File: src/rtl/srx_pkg.sv
package srx_pkg;
  typedef enum logic [2:0] {
    ST_IDLE  = 3'd0,
    ST_START = 3'd1,
    ST_DATA  = 3'd2,
    ST_PAR   = 3'd3,
    ST_STOP  = 3'd4
  } rx_state_e;

  typedef struct packed {
    logic par_bad;
    logic stop_bad;
  } frame_err_t;
endpackage

File: src/rtl/srx_sync.sv
module srx_sync #(
  parameter int STAGES = 2
) (
  input  logic clk,
  input  logic rst_n,
  input  logic d_i,
  output logic q_o
);
  logic [STAGES-1:0] chain_q;

  generate
    if (STAGES == 1) begin : g_single
      always_ff @(posedge clk or negedge rst_n) begin
        if (!rst_n) chain_q <= 1'b1;
        else        chain_q <= d_i;
      end
    end else begin : g_multi
      always_ff @(posedge clk or negedge rst_n) begin
        if (!rst_n) chain_q <= '1;
        else        chain_q <= {chain_q[STAGES-2:0], d_i};
      end
    end
  endgenerate

  assign q_o = chain_q[STAGES-1];
endmodule

File: src/rtl/srx_frame.sv
module srx_frame
  import srx_pkg::*;
#(
  parameter int DATA_W = 8,
  parameter int OSR    = 16
) (
  input  logic              clk,
  input  logic              rst_n,
  input  logic              rx_i,
  input  logic              tick_i,
  input  logic              par_en_i,
  input  logic              par_odd_i,
  input  logic              lock_i,
  output logic              done_o,
  output logic [DATA_W-1:0] byte_o,
  output frame_err_t        err_o
);
  localparam int CNT_W = $clog2(OSR);
  localparam int IDX_W = (DATA_W > 1) ? $clog2(DATA_W) : 1;
  localparam logic [CNT_W-1:0] START_CHK = CNT_W'(OSR/2 - 2);
  localparam logic [CNT_W-1:0] BIT_END   = CNT_W'(OSR - 1);
  localparam logic [IDX_W-1:0] LAST_IDX  = IDX_W'(DATA_W - 1);

  rx_state_e         state_q;
  logic [CNT_W-1:0]  cnt_q;
  logic [IDX_W-1:0]  idx_q;
  logic [DATA_W-1:0] shreg_q;
  logic              parbit_q;
  logic              cfg_par_q;
  logic              cfg_odd_q;
  logic              done_q;
  frame_err_t        err_q;

  logic sample_now;
  assign sample_now = tick_i && (cnt_q == BIT_END);

  always_ff @(posedge clk or negedge rst_n) begin
    if (!rst_n) begin
      state_q   <= ST_IDLE;
      cnt_q     <= '0;
      idx_q     <= '0;
      shreg_q   <= '0;
      parbit_q  <= 1'b0;
      cfg_par_q <= 1'b0;
      cfg_odd_q <= 1'b0;
      done_q    <= 1'b0;
      err_q     <= '0;
    end else begin
      done_q <= 1'b0;
      if (tick_i) begin
        unique case (state_q)
          ST_IDLE: begin
            if (!rx_i && !lock_i) begin
              state_q   <= ST_START;
              cnt_q     <= '0;
              cfg_par_q <= par_en_i;
              cfg_odd_q <= par_odd_i;
            end
          end
          ST_START: begin
            if (cnt_q == START_CHK) begin
              cnt_q   <= '0;
              idx_q   <= '0;
              state_q <= rx_i ? ST_IDLE : ST_DATA;
            end else begin
              cnt_q <= cnt_q + 1'b1;
            end
          end
          ST_DATA: begin
            if (sample_now) begin
              cnt_q   <= '0;
              shreg_q <= {rx_i, shreg_q[DATA_W-1:1]};
              if (idx_q == LAST_IDX) begin
                idx_q   <= '0;
                state_q <= cfg_par_q ? ST_PAR : ST_STOP;
              end else begin
                idx_q <= idx_q + 1'b1;
              end
            end else begin
              cnt_q <= cnt_q + 1'b1;
            end
          end
          ST_PAR: begin
            if (sample_now) begin
              cnt_q    <= '0;
              parbit_q <= rx_i;
              state_q  <= ST_STOP;
            end else begin
              cnt_q <= cnt_q + 1'b1;
            end
          end
          ST_STOP: begin
            if (sample_now) begin
              cnt_q           <= '0;
              state_q         <= ST_IDLE;
              done_q          <= 1'b1;
              err_q.stop_bad  <= !rx_i;
              err_q.par_bad   <= cfg_par_q &&
                                 ((^shreg_q) ^ parbit_q ^ cfg_odd_q);
            end else begin
              cnt_q <= cnt_q + 1'b1;
            end
          end
          default: state_q <= ST_IDLE;
        endcase
      end
    end
  end

  assign done_o = done_q;
  assign byte_o = shreg_q;
  assign err_o  = err_q;

  // a locked receiver never leaves idle
  assert_lock_idle_R8: assert property (@(posedge clk) disable iff (!rst_n)
    (state_q == ST_IDLE && lock_i) |=> (state_q == ST_IDLE));
endmodule

File: src/rtl/srx_status.sv
module srx_status
  import srx_pkg::*;
#(
  parameter int DATA_W = 8
) (
  input  logic              clk,
  input  logic              rst_n,
  input  logic              done_i,
  input  logic [DATA_W-1:0] byte_i,
  input  frame_err_t        err_i,
  input  logic              irq_en_i,
  input  logic              dat_ready_i,
  input  logic              clr_ovr_i,
  input  logic              clr_par_i,
  input  logic              clr_frm_i,
  output logic              lock_o,
  output logic              full_o,
  output logic [DATA_W-1:0] data_o,
  output logic              ovr_o,
  output logic              par_o,
  output logic              frm_o,
  output logic              irq_rx_o,
  output logic              irq_err_o
);
  logic [DATA_W-1:0] data_q;
  logic full_q, ovr_q, par_q, frm_q, lock_q;
  logic take, ovr_set, par_set, frm_set, full_set, full_clr, any_set, any_err;

  assign take     = done_i && !full_q;
  assign ovr_set  = done_i && full_q;
  assign par_set  = take && err_i.par_bad;
  assign frm_set  = take && err_i.stop_bad;
  assign full_set = take && !err_i.par_bad && !err_i.stop_bad;
  assign full_clr = dat_ready_i && full_q;
  assign any_set  = ovr_set || par_set || frm_set;
  assign any_err  = ovr_q || par_q || frm_q;

  always_ff @(posedge clk or negedge rst_n) begin
    if (!rst_n) begin
      data_q <= '0;
      full_q <= 1'b0;
      ovr_q  <= 1'b0;
      par_q  <= 1'b0;
      frm_q  <= 1'b0;
      lock_q <= 1'b0;
    end else begin
      if (take) data_q <= byte_i;
      if (full_clr)      full_q <= 1'b0;
      else if (full_set) full_q <= 1'b1;
      if (clr_ovr_i)     ovr_q <= 1'b0;
      else if (ovr_set)  ovr_q <= 1'b1;
      if (clr_par_i)     par_q <= 1'b0;
      else if (par_set)  par_q <= 1'b1;
      if (clr_frm_i)     frm_q <= 1'b0;
      else if (frm_set)  frm_q <= 1'b1;
      lock_q <= any_set || (lock_q && (any_err || full_q));
    end
  end

  assign lock_o    = lock_q;
  assign full_o    = full_q;
  assign data_o    = data_q;
  assign ovr_o     = ovr_q;
  assign par_o     = par_q;
  assign frm_o     = frm_q;
  assign irq_rx_o  = irq_en_i && full_q;
  assign irq_err_o = irq_en_i && any_err;

  // clean frame into an empty register loads it and marks it full
  assert_clean_load_R2: assert property (@(posedge clk) disable iff (!rst_n)
    (done_i && !full_q && !err_i.par_bad && !err_i.stop_bad)
      |=> (full_q && data_q == $past(byte_i)));
  // held byte stays put under back-pressure
  assert_hold_data_R3: assert property (@(posedge clk) disable iff (!rst_n)
    (full_q && !dat_ready_i) |=> $stable(data_q));
  // overrun keeps the old byte and the full flag
  assert_overrun_hold_R4: assert property (@(posedge clk) disable iff (!rst_n)
    (done_i && full_q && !dat_ready_i) |=> (full_q && ovr_q && $stable(data_q)));
  // an errored frame leaves the full flag low
  assert_err_no_full_R5: assert property (@(posedge clk) disable iff (!rst_n)
    (done_i && !full_q && (err_i.par_bad || err_i.stop_bad)) |=> !full_q);
  // clear wins over set
  assert_clear_wins_R9: assert property (@(posedge clk) disable iff (!rst_n)
    (clr_ovr_i || clr_par_i || clr_frm_i) |=>
      ((!$past(clr_ovr_i) || !ovr_q) && (!$past(clr_par_i) || !par_q) &&
       (!$past(clr_frm_i) || !frm_q)));
endmodule

File: src/rtl/serial_rx_core.sv
module serial_rx_core
  import srx_pkg::*;
#(
  parameter int DATA_W      = 8,
  parameter int OSR         = 16,
  parameter int SYNC_STAGES = 2
) (
  input  logic              clk,
  input  logic              rst_n,
  input  logic              rx_line,
  input  logic              os_tick,
  input  logic              par_en,
  input  logic              par_odd,
  input  logic              irq_en,
  input  logic              dat_ready,
  input  logic              clr_ovr,
  input  logic              clr_par,
  input  logic              clr_frm,
  output logic              dat_valid,
  output logic [DATA_W-1:0] dat_out,
  output logic              err_ovr,
  output logic              err_par,
  output logic              err_frm,
  output logic              irq_rx,
  output logic              irq_err
);
  logic              rx_s;
  logic              lock;
  logic              done;
  logic [DATA_W-1:0] rx_byte;
  frame_err_t        ferr;

  srx_sync #(.STAGES(SYNC_STAGES)) u_sync (
    .clk(clk), .rst_n(rst_n), .d_i(rx_line), .q_o(rx_s)
  );

  srx_frame #(.DATA_W(DATA_W), .OSR(OSR)) u_frame (
    .clk(clk), .rst_n(rst_n), .rx_i(rx_s), .tick_i(os_tick),
    .par_en_i(par_en), .par_odd_i(par_odd), .lock_i(lock),
    .done_o(done), .byte_o(rx_byte), .err_o(ferr)
  );

  srx_status #(.DATA_W(DATA_W)) u_status (
    .clk(clk), .rst_n(rst_n), .done_i(done), .byte_i(rx_byte), .err_i(ferr),
    .irq_en_i(irq_en), .dat_ready_i(dat_ready),
    .clr_ovr_i(clr_ovr), .clr_par_i(clr_par), .clr_frm_i(clr_frm),
    .lock_o(lock), .full_o(dat_valid), .data_o(dat_out),
    .ovr_o(err_ovr), .par_o(err_par), .frm_o(err_frm),
    .irq_rx_o(irq_rx), .irq_err_o(irq_err)
  );
endmodule

File: config.mk
export PLATFORM = sky130hd
export DESIGN_NAME = serial_rx_core
export DESIGN_NICKNAME = d
export VERILOG_FILES = /design/src/rtl/srx_pkg.sv /design/src/rtl/srx_sync.sv /design/src/rtl/srx_frame.sv /design/src/rtl/srx_status.sv /design/src/rtl/serial_rx_core.sv
export SDC_FILE = /design/constraint.sdc
export NUM_CORES = 1
export LEC_CHECK = 0
export ABC_AREA = 1
export BUFFER_PORTS_ARGS = -buffer_cell sky130_fd_sc_hd__clkbuf_2
export CORE_ASPECT_RATIO = 2
export CORE_UTILIZATION = 61
export DETAILED_ROUTE_END_ITERATION = 10
export GPL_TIMING_DRIVEN = 0
export PLACE_DENSITY_LB_ADDON = 0.12
export REMOVE_ABC_BUFFERS = 1
export SYNTH_ARGS = -nofsm -noshare
export SYNTH_HDL_FRONTEND = slang
export SYNTH_SLANG_ARGS = --single-unit
export TNS_END_PERCENT = 5
File: constraint.sdc
create_clock -name clk -period 2.7 [get_ports clk]
set_input_delay 0.135 -clock clk [delete_from_list [all_inputs] [get_ports clk]]
set_output_delay 0.135 -clock clk [all_outputs]
set_load 0.05 [all_outputs]
== Word-level counts from Yosys, hierarchy flattened ==
Index checks and enable logic that the tools add are counted.
Operators by class
  multiplexer cells: 28
  equal/unequal tests: 13
  add/subtract/negate cells: 2
  reductions and logical operators: 40
  bitwise operators: 2
Operators with widths (number)
  $mux W3: 10
  $pmux W3 S5: 1
  $reduce_and A3 Y1: 5
  $logic_and A1 B1 Y1: 13
  $mux W4: 3
  $ne A2 B1 Y1 const B: 6
  $pmux W4 S3: 1
  $mux W1: 11
  $reduce_bool A2 Y1: 5
  $reduce_xor A8 Y1: 1
  $reduce_and A7 Y1: 1
  $eq A3 B2 Y1 const B: 2
  $eq A3 B3 Y1 const B: 2
  $logic_or A1 B1 Y1: 6
  $pmux W3 S2: 1
  $logic_not A1 Y1: 5
  $add A4 B1 Y4 const B: 1
  $eq A4 B3 Y1 const B: 1
  $eq A4 B4 Y1 const B: 1
  $reduce_and A4 Y1: 1
  $add A3 B1 Y3 const B: 1
  $eq A3 B1 Y1 const B: 1
  $logic_not A3 Y1: 1
  $reduce_bool A3 Y1: 1
  other kinds (3): 4
Storage, ports and cells
  input port bits: 11
  logic and storage cells: 102
  register bits after elaboration: 39

== Longest topological paths before layout ==
Gate-level depths: netlist of the first run.
  depth in word-level cells: 6
  mapped depth: 11
  mapped depth without buffers: 11

== Modules after synthesis ==
Synthesis of the first run repeated with hierarchy kept, for this count alone.
Second synthesis, totals
  cells, all modules: 238
  area total of the unflattened synthesis: 1975.6 um^2
Modules (own cells, without submodules)
  srx_frame: area an instance 1377.6 um^2, sequential area each 600.6 um^2, instances 1, cells an instance 173
  srx_status: area an instance 545.5 um^2, sequential area each 325.3 um^2, instances 1, cells an instance 63
  srx_sync: area an instance 52.6 um^2, sequential area each 52.6 um^2, instances 1, cells an instance 2

== Worst setup path after synthesis of the first run ==
OpenSTA, ideal clock, no wires.
  path kind: register to output
  from: reg u_status.ovr_q (netlist: u_status.ovr_o)
  to: out irq_err
  stages on the path, launching flop included: 3
  arrival time: 1.637 ns
  required time: 2.565 ns
  path slack: 0.928 ns
  cell sequence: dfrtp_1 inv_1 a31oi_1
Between the ends
  word-level cells in the longest chain between the ends: 3
Ends and longest elaborated chain
  from (decl): line srx_status.sv:26  | logic full_q, ovr_q, par_q, frm_q, lock_q;
  from (signal assigned): line srx_status.sv:42  | ovr_q <= 1'b0;
  from (signal assigned): line srx_status.sv:50  | if (clr_ovr_i) ovr_q <= 1'b0;
  from (signal assigned): line srx_status.sv:51  | else if (ovr_set) ovr_q <= 1'b1;
  $logic_or A1 B1 Y1 (2 in series): line srx_status.sv:36  | assign any_err = ovr_q || par_q || frm_q;
  $logic_and A1 B1 Y1: line srx_status.sv:67  | assign irq_err_o = irq_en_i && any_err;
  to (decl): line serial_rx_core.sv:25  | output logic irq_err
Every way passes these cells.

== Final worst setup path of the first run ==
  from: reg u_frame.cnt_q[1]
  to: reg u_frame.state_q[0]
Between the ends
  word-level cells in the longest chain between the ends: 4
Ends and longest elaborated chain
  from (decl): line srx_frame.sv:25  | logic [CNT_W-1:0] cnt_q;
  from (signal assigned): line srx_frame.sv:66  | cnt_q <= cnt_q + 1'b1;
  from (signal assigned): line srx_frame.sv:80  | cnt_q <= cnt_q + 1'b1;
  from (signal assigned): line srx_frame.sv:89  | cnt_q <= cnt_q + 1'b1;
  $eq A4 B4 Y1: line srx_frame.sv:35  | assign sample_now = tick_i && (cnt_q == BIT_END);
  $logic_and A1 B1 Y1: line srx_frame.sv:35
  $ne A2 B1 Y1 (no line)
  $reduce_and A7 Y1 (no line) *
  to (signal assigned): line srx_frame.sv:64  | state_q <= rx_i ? ST_IDLE : ST_DATA;
  to (signal assigned): line srx_frame.sv:75  | state_q <= cfg_par_q ? ST_PAR : ST_STOP;
  to (decl): line srx_frame.sv:24  | rx_state_e state_q;
Every way passes the cells marked *; elsewhere a longest branch is shown, timed or not.
A chain may end at the register's enable or synchronous reset.

==> impl_metrics.env, run 1 <==
export IMPL_rr_worst_depth=8
export IMPL_synth_top_family_by_area="simple AND/OR/NAND/NOR gates"
export IMPL_cts_buffer_depth=2
export IMPL_synth_area_um2=1900
export IMPL_worst_slack_ns=1.16
export IMPL_port_buffers=24
export IMPL_worstSetupPathType="reg -> reg"
export IMPL_synthArstFlopShare_pct=100
export IMPL_synthXorXnorAreaFrac_pct=1.39
export IMPL_die_area_um2=3350
export IMPL_die_w_um=41.4
export IMPL_drive_above_1_share_pct=20.2
export IMPL_post_dp_hpwl_mm=2.71
export IMPL_r2r_start="u_frame.cnt_q[1]"
export IMPL_gr_usage_all_layers_pct=25.5
export IMPL_postRouteAntennaNets=0
export IMPL_avgSynthCellArea_um2=8.28
export IMPL_setup_viol=0
export IMPL_antenna_cells=0
export IMPL_power_switching_uw=660
export IMPL_fin_tns_setup_ns=0
export IMPL_power_share_clock_pct=31.4
export IMPL_worst_path_most_repeated_cell="nand2_1"
export IMPL_hold_viol=37
export IMPL_final_cell_mix="68 x nand2_1, 37 x dfrtp_1, 29 x inv_1, 24 x clkbuf_2, 19 x o21ai_0"
export IMPL_finalCritPeriodShare_pct=57.1
export IMPL_violations="hold timing"
export IMPL_worst_pin_slew_ns=0.960
export IMPL_stdcell_area_um2=2220
export IMPL_synth_mux_area_share_pct=0
export IMPL_hold_slack_ns=-0.0218
export IMPL_yosys_area_share_adder_pct=2.64
export IMPL_power_density_nw_per_um2=840
export IMPL_cts_clk_slew_worst_paths_ns=0.08
export IMPL_clk_root_buffer_cell="clkbuf_8"
export IMPL_cap_violations=0
export IMPL_crit_chain="ha_1 -> nand4_1 -> inv_1 -> a21oi_1 -> nor3_4 -> nand2_2 -> nand2_1 -> nand2_1"
export IMPL_cp_required_ns=2.88
export IMPL_synth_distinct_cells=27
export IMPL_postCtsSetupBuffers=0
export IMPL_clock_sinks=39
export IMPL_fin_crit_ns=1.54
export IMPL_fin_util_pct=75.5
export IMPL_comb_power_share_pct=28.1
export IMPL_r2r_setup_slack_ns=1.16
export IMPL_ys_flop_type="dfrtp_1"
export IMPL_dpl_instance_area_um2=2040
export IMPL_grt_start_max_net_pins=40
export IMPL_syn_inst=229
export IMPL_cpPeakStageDelay_ns=0.40
export IMPL_row_count=28
export IMPL_endpoint_kind="register"
export IMPL_design_core_area_um2=2940
export IMPL_synth_edf_count=0
export IMPL_max_freq_mhz=649
export IMPL_vdd_ir_drop_max_mv=0.668
export IMPL_drt_first_iter_violations=50
export IMPL_nets=277
export IMPL_p_sw_share_pct=35.4
export IMPL_critical_path_arrival_ns=1.72
export IMPL_drv_slew=0
export IMPL_grt_pass1_wl_mm=6.51
export IMPL_drt_pass1_iterations=5
export IMPL_holdCritPathClass="in -> async"
export IMPL_outcome="finished with violations"
export IMPL_path_buf_inv=1
export IMPL_first_global_vias=1519
export IMPL_area_growth_pct=17.2
export IMPL_layout_commonest_cell="nand2_1"
export IMPL_rsz0062_at_grt="false"
export IMPL_post_drt_via_cell_ratio=5.28
export IMPL_finalClockSkew_ns=0.00836
export IMPL_drt_total_wl_mm=3.92
export IMPL_total_power_mw=1.87
export IMPL_cts_tree="built"
export IMPL_leakage_nw=1.14
export IMPL_internal_power_mw=1.21
export IMPL_seqPwrFrac_pct=40.4
export IMPL_initial_core_util_pct=64.4
export IMPL_path_delay_family="simple AND/OR/NAND/NOR gates"
export IMPL_clkLatencyLatePin_ns=0.30
export IMPL_die_height_um=80.8
export IMPL_maxSlewHeadroom_pct=36.0
export IMPL_yosysSeqAreaShare_pct=51.6
export IMPL_wl_per_cell_um=13.4
export IMPL_place_gp_congestion=0.790
export IMPL_vias=1548
export IMPL_pre_cts_slack_ns=1.20
export IMPL_yosysWarnings=0
export IMPL_numCtsBuffers=5
export IMPL_synth_compound_area_share_pct=11.5
export IMPL_synthSimpleGateAreaFrac_pct=25.7
export IMPL_synth_seq_cells=39
export IMPL_slowest_stage="dfrtp_1"
export IMPL_gr_total_overflow=0
export IMPL_drcViolationCount=0
export IMPL_r2r_end="u_frame.state_q[0]"
export IMPL_crit_fanout=4
export IMPL_io_pins=25
export IMPL_start_kind="register"
export IMPL_h_tree_depth=2
export IMPL_antenna_found_initial=0
==> layer usage <==
metal | vias up | part of all wire, % | GRT usage [%]
met5 | - | 0 | 0
met4 | 0 | 1.5 | 9.35
met3 | 6 | 2.4 | 5.78
met2 | 24 | 57 | 48.3
met1 | 727 | 39 | 26.7
li1 | 791 | - | -
==> Yosys cell counts (all sizes together) (2+ instances only) <==
cell / instances / area (um2)
nor3: 3 / 42.5
dfrtp: 37 / 926
o21ai: 24 / 128
nand3: 13 / 70.1
nor2: 16 / 75.1
nand2: 72 / 280
a21oi: 12 / 60.1
dfstp: 2 / 52.6
ha: 4 / 50.1
nand4: 3 / 18.8
xor2: 2 / 17.5
inv: 34 / 128
==> stage by stage <==
stage	hold WS [ns]	cells
finish	-0.0218	293
detailed placement	0.224	281
floorplan	-0.161	227
CTS	0.00108	293
global placement	0.222	281
global route	0.0324	293
==> power groups by stage <==
stage	Sequential [mW]	Clock [mW]	Combinational, mW
floorplan	0.735	0	0.415
global placement	0.756	0	0.503
detailed placement	0.761	0	0.516
CTS	0.751	0.592	0.530
global route	0.763	0.609	0.597
finish	0.754	0.586	0.525
==> cells by family after synthesis <==
kind of cell | Yosys count
XOR/XNOR | 3
AND/OR/NAND/NOR | 107
buffers and inverters | 36
flip-flops | 39
adder cells (fa/ha/maj) | 4
AO/OA/AOI/OAI | 40
==> state kept, by name, summed over array words and instances, names as in the netlist <==
name and cells:
u_status.frm_o 1, u_status.ovr_o 1, u_frame.cfg_odd_q 1, u_frame.cnt_q 4, u_frame.byte_o 8, u_status.data_o 8, u_frame.parbit_q 1, u_frame.done_o 1
u_frame.cfg_par_q 1, u_status.full_o 1, u_status.lock_o 1, u_frame.state_q 3, u_frame.err_o 2, u_frame.idx_q 3, u_sync.chain_q 2, u_status.par_o 1
==> timing repair <==
item,in CTS,in global routing
resized for setup,0,0
hold buffers,4,0
endpoints found under the hold margin,4,0
==> worst max path at each step <==
stage / startpoint / slack, ns / depth (start not counted) / end
after floorplan: u_status.ovr_o / 0.93 / 2 / irq_err
after global placement: u_frame.cnt_q[1] / 1.24 / 8 / u_frame.state_q[0]
after detailed placement: u_frame.cnt_q[1] / 1.20 / 8 / u_frame.state_q[0]
after CTS: u_frame.cnt_q[1] / 1.15 / 8 / u_frame.state_q[0]
after global routing: u_frame.cnt_q[1] / 0.99 / 8 / u_frame.state_q[0]
final: u_frame.cnt_q[1] / 1.16 / 8 / u_frame.state_q[0]
==> cell type report <==
cell class,instances,area [um2]
clock buffers,5,68.8
multi-input cells,154,781
clock inverters,3,67.6
flip-flops and latches,39,978
repair buffers,28,160
inverters,34,128
well taps,30,37.5
fillers,238,722
No activity file was read; power rests on OpenSTA's default activity.
==> run 2: changes to the inputs <==
Settings changed: CORE_UTILIZATION 61 to 51.
Clock period 2.7 ns to 1.4 ns, I/O delays scaled along.
==> run 2 against run 1 <==
The flow finishes with violations (setup timing). Non-clock buffer count increased by 9. Sequential share of layout area decreased by 1.6 points. First-iteration DRC count decreased by 42%. Cell count increased by 9.6%. Wire length decreased by 2.3%. Critical path depth decreased by 1. Power increased by 82%. Count of clock-buffer cells in the layout increased by 3. Clock power increased by 40%. Critical path type unchanged. Critical endpoint is now u_frame.idx_q[0]. Die area increased by 19%. Largest power group unchanged. Hold slack improved by 0.064 ns. Clock skew decreased by 0.0039 ns.
==> impl_metrics.env, run 2 (same netlist as run 1, synthesis figures left out) <==
export IMPL_worst_pin_slew_ns=0.942
export IMPL_grt_start_max_net_pins=40
export IMPL_outcome="finished with violations"
export IMPL_post_dp_hpwl_mm=2.68
export IMPL_fin_util_pct=64.8
export IMPL_nets=286
export IMPL_die_area_um2=3980
export IMPL_stdcell_area_um2=2310
export IMPL_total_power_mw=3.39
export IMPL_die_height_um=88.2
export IMPL_finalClockSkew_ns=0.00448
export IMPL_design_core_area_um2=3570
export IMPL_layout_commonest_cell="nand2_1"
export IMPL_critical_path_arrival_ns=1.65
export IMPL_r2r_start="u_frame.state_q[1]"
export IMPL_rsz0062_at_grt="true"
export IMPL_violations="setup timing"
export IMPL_busiest_layer="met2"
export IMPL_max_freq_mhz=698
export IMPL_antenna_cells=0
export IMPL_cap_violations=0
export IMPL_leakage_nw=1.18
export IMPL_cp_required_ns=1.62
export IMPL_fin_tns_setup_ns=-0.108
export IMPL_pre_cts_slack_ns=-0.115
export IMPL_dp_cells=300
export IMPL_r2r_setup_slack_ns=-0.03
export IMPL_drt_first_iter_violations=29
export IMPL_post_drt_via_cell_ratio=4.98
export IMPL_drt_total_wl_mm=3.83
export IMPL_worst_slack_ns=-0.0327
export IMPL_drv_slew=0
export IMPL_place_gp_congestion=0.814
export IMPL_grt_pass1_wl_mm=6.53
export IMPL_drt_pass1_iterations=4
export IMPL_maxSlewHeadroom_pct=37.2
export IMPL_power_density_nw_per_um2=1470
export IMPL_clkLatencyLatePin_ns=0.29
export IMPL_crit_fanout=8
export IMPL_cts_clk_slew_worst_paths_ns=0.07
export IMPL_vdd_ir_drop_max_mv=1.15
export IMPL_area_growth_pct=21.9
export IMPL_drive_above_1_share_pct=24.6
export IMPL_rr_worst_depth=7
export IMPL_initial_core_util_pct=53.1
export IMPL_hold_viol=0
export IMPL_clk_root_buffer_cell="clkbuf_8"
export IMPL_h_tree_depth=2
export IMPL_setup_viol=6
export IMPL_hold_slack_ns=0.0418
export IMPL_grtUsageMet1_pct=22.4
export IMPL_worstSetupPathType="reg -> reg"
export IMPL_numCtsBuffers=5
export IMPL_port_buffers=24
export IMPL_cts_buffer_depth=2
export IMPL_hold_depth=3
export IMPL_gr_usage_all_layers_pct=22.6
export IMPL_grt_use_met2_pct=42.0
export IMPL_wl_per_cell_um=11.9
export IMPL_postRouteAntennaNets=0
export IMPL_hold_end="u_frame.cfg_odd_q"
export IMPL_io_pins=25
export IMPL_die_w_um=45.1
export IMPL_vias=1597
export IMPL_drcViolationCount=0
export IMPL_gr_total_overflow=0
export IMPL_instances_no_fill=321
export IMPL_final_cell_mix="68 x nand2_1, 35 x dfrtp_1, 26 x inv_1, 24 x clkbuf_2, 16 x o21ai_0"
export IMPL_first_global_vias=1594
export IMPL_start_kind="register"
export IMPL_use_met3_pct=3.27
export IMPL_clock_sinks=39
export IMPL_cts_tree="built"
export IMPL_dpl_instance_area_um2=2070
export IMPL_endpoint_kind="register"
export IMPL_finalCritPeriodShare_pct=102
export IMPL_r2r_end="u_frame.idx_q[0]"
export IMPL_row_count=31
export IMPL_fin_crit_ns=1.43
export IMPL_antenna_found_initial=0
export IMPL_holdCritPathClass="in -> reg"
export IMPL_min_delay_start="par_odd"
-- run 2: changes by cell type in the layout (fill, tap and decap cells not counted), sizes merged --
cell	previous run	this run
buf	0	7
clkbuf	29	32
bufinv	2	0
dlygate4sd3	4	6
clkinvlp	1	0
-- run 2: where the power goes --
group / switching [mW] / internal, mW / total [mW] / leakage (nW)
clock: 0.372 / 0.449 / 0.821 / 0.0515
sequential: 0.186 / 1.27 / 1.46 / 0.522
combinational: 0.709 / 0.400 / 1.11 / 0.605
total: 1.27 / 2.12 / 3.39 / 1.18
-- run 2: area by class of cell --
cell class,count,area [um2]
clock buffer,8,100
fill,341,1260
inverter,34,130
multi-input combinational,154,806
sequential,39,981
tap,49,61.3
timing repair buffer,37,233
-- run 2: worst max-delay path, stage by stage, from the launching register on --
cell and delay (ns):
dfrtp_1 0.48, nor3_2 0.36, nand2_2 0.13, nand3_2 0.11
inv_4 0.06, o21ai_2 0.08, nand2_1 0.08, o21ai_2 0.05
-- run 2: routing by layer --
layer / share of wire (%) / routed length, um / up-vias
met5: 0 / 0 / -
met4: 3.4 / 132 / 0
met3: 1.7 / 66 / 17
met2: 57 / 2170 / 27
met1: 38 / 1460 / 739
li1: - / - / 814
-- run 2: repair_timing --
item                       in CTS  in global routing
resized for setup               7                  8
hold buffers                    6                  0
setup endpoints to repair      18                 29
setup buffers                   5                  2
hold endpoints to repair       42                  0
pin swaps                       4                  2
-- run 2: worst max path at each step --
| stage | from | to | cells after the start |
|---|---|---|---|
| after floorplan | u_status.ovr_o | irq_err | 2 |
| after CTS | u_frame.cnt_q[0] | u_frame.state_q[1] | 8 |
| final | u_frame.state_q[1] | u_frame.idx_q[0] | 7 |
| after global routing | u_frame.cnt_q[0] | u_frame.state_q[2] | 8 |
| after detailed placement | u_frame.cnt_q[1] | u_frame.state_q[1] | 8 |
| after global placement | u_frame.cnt_q[1] | u_frame.state_q[2] | 8 |
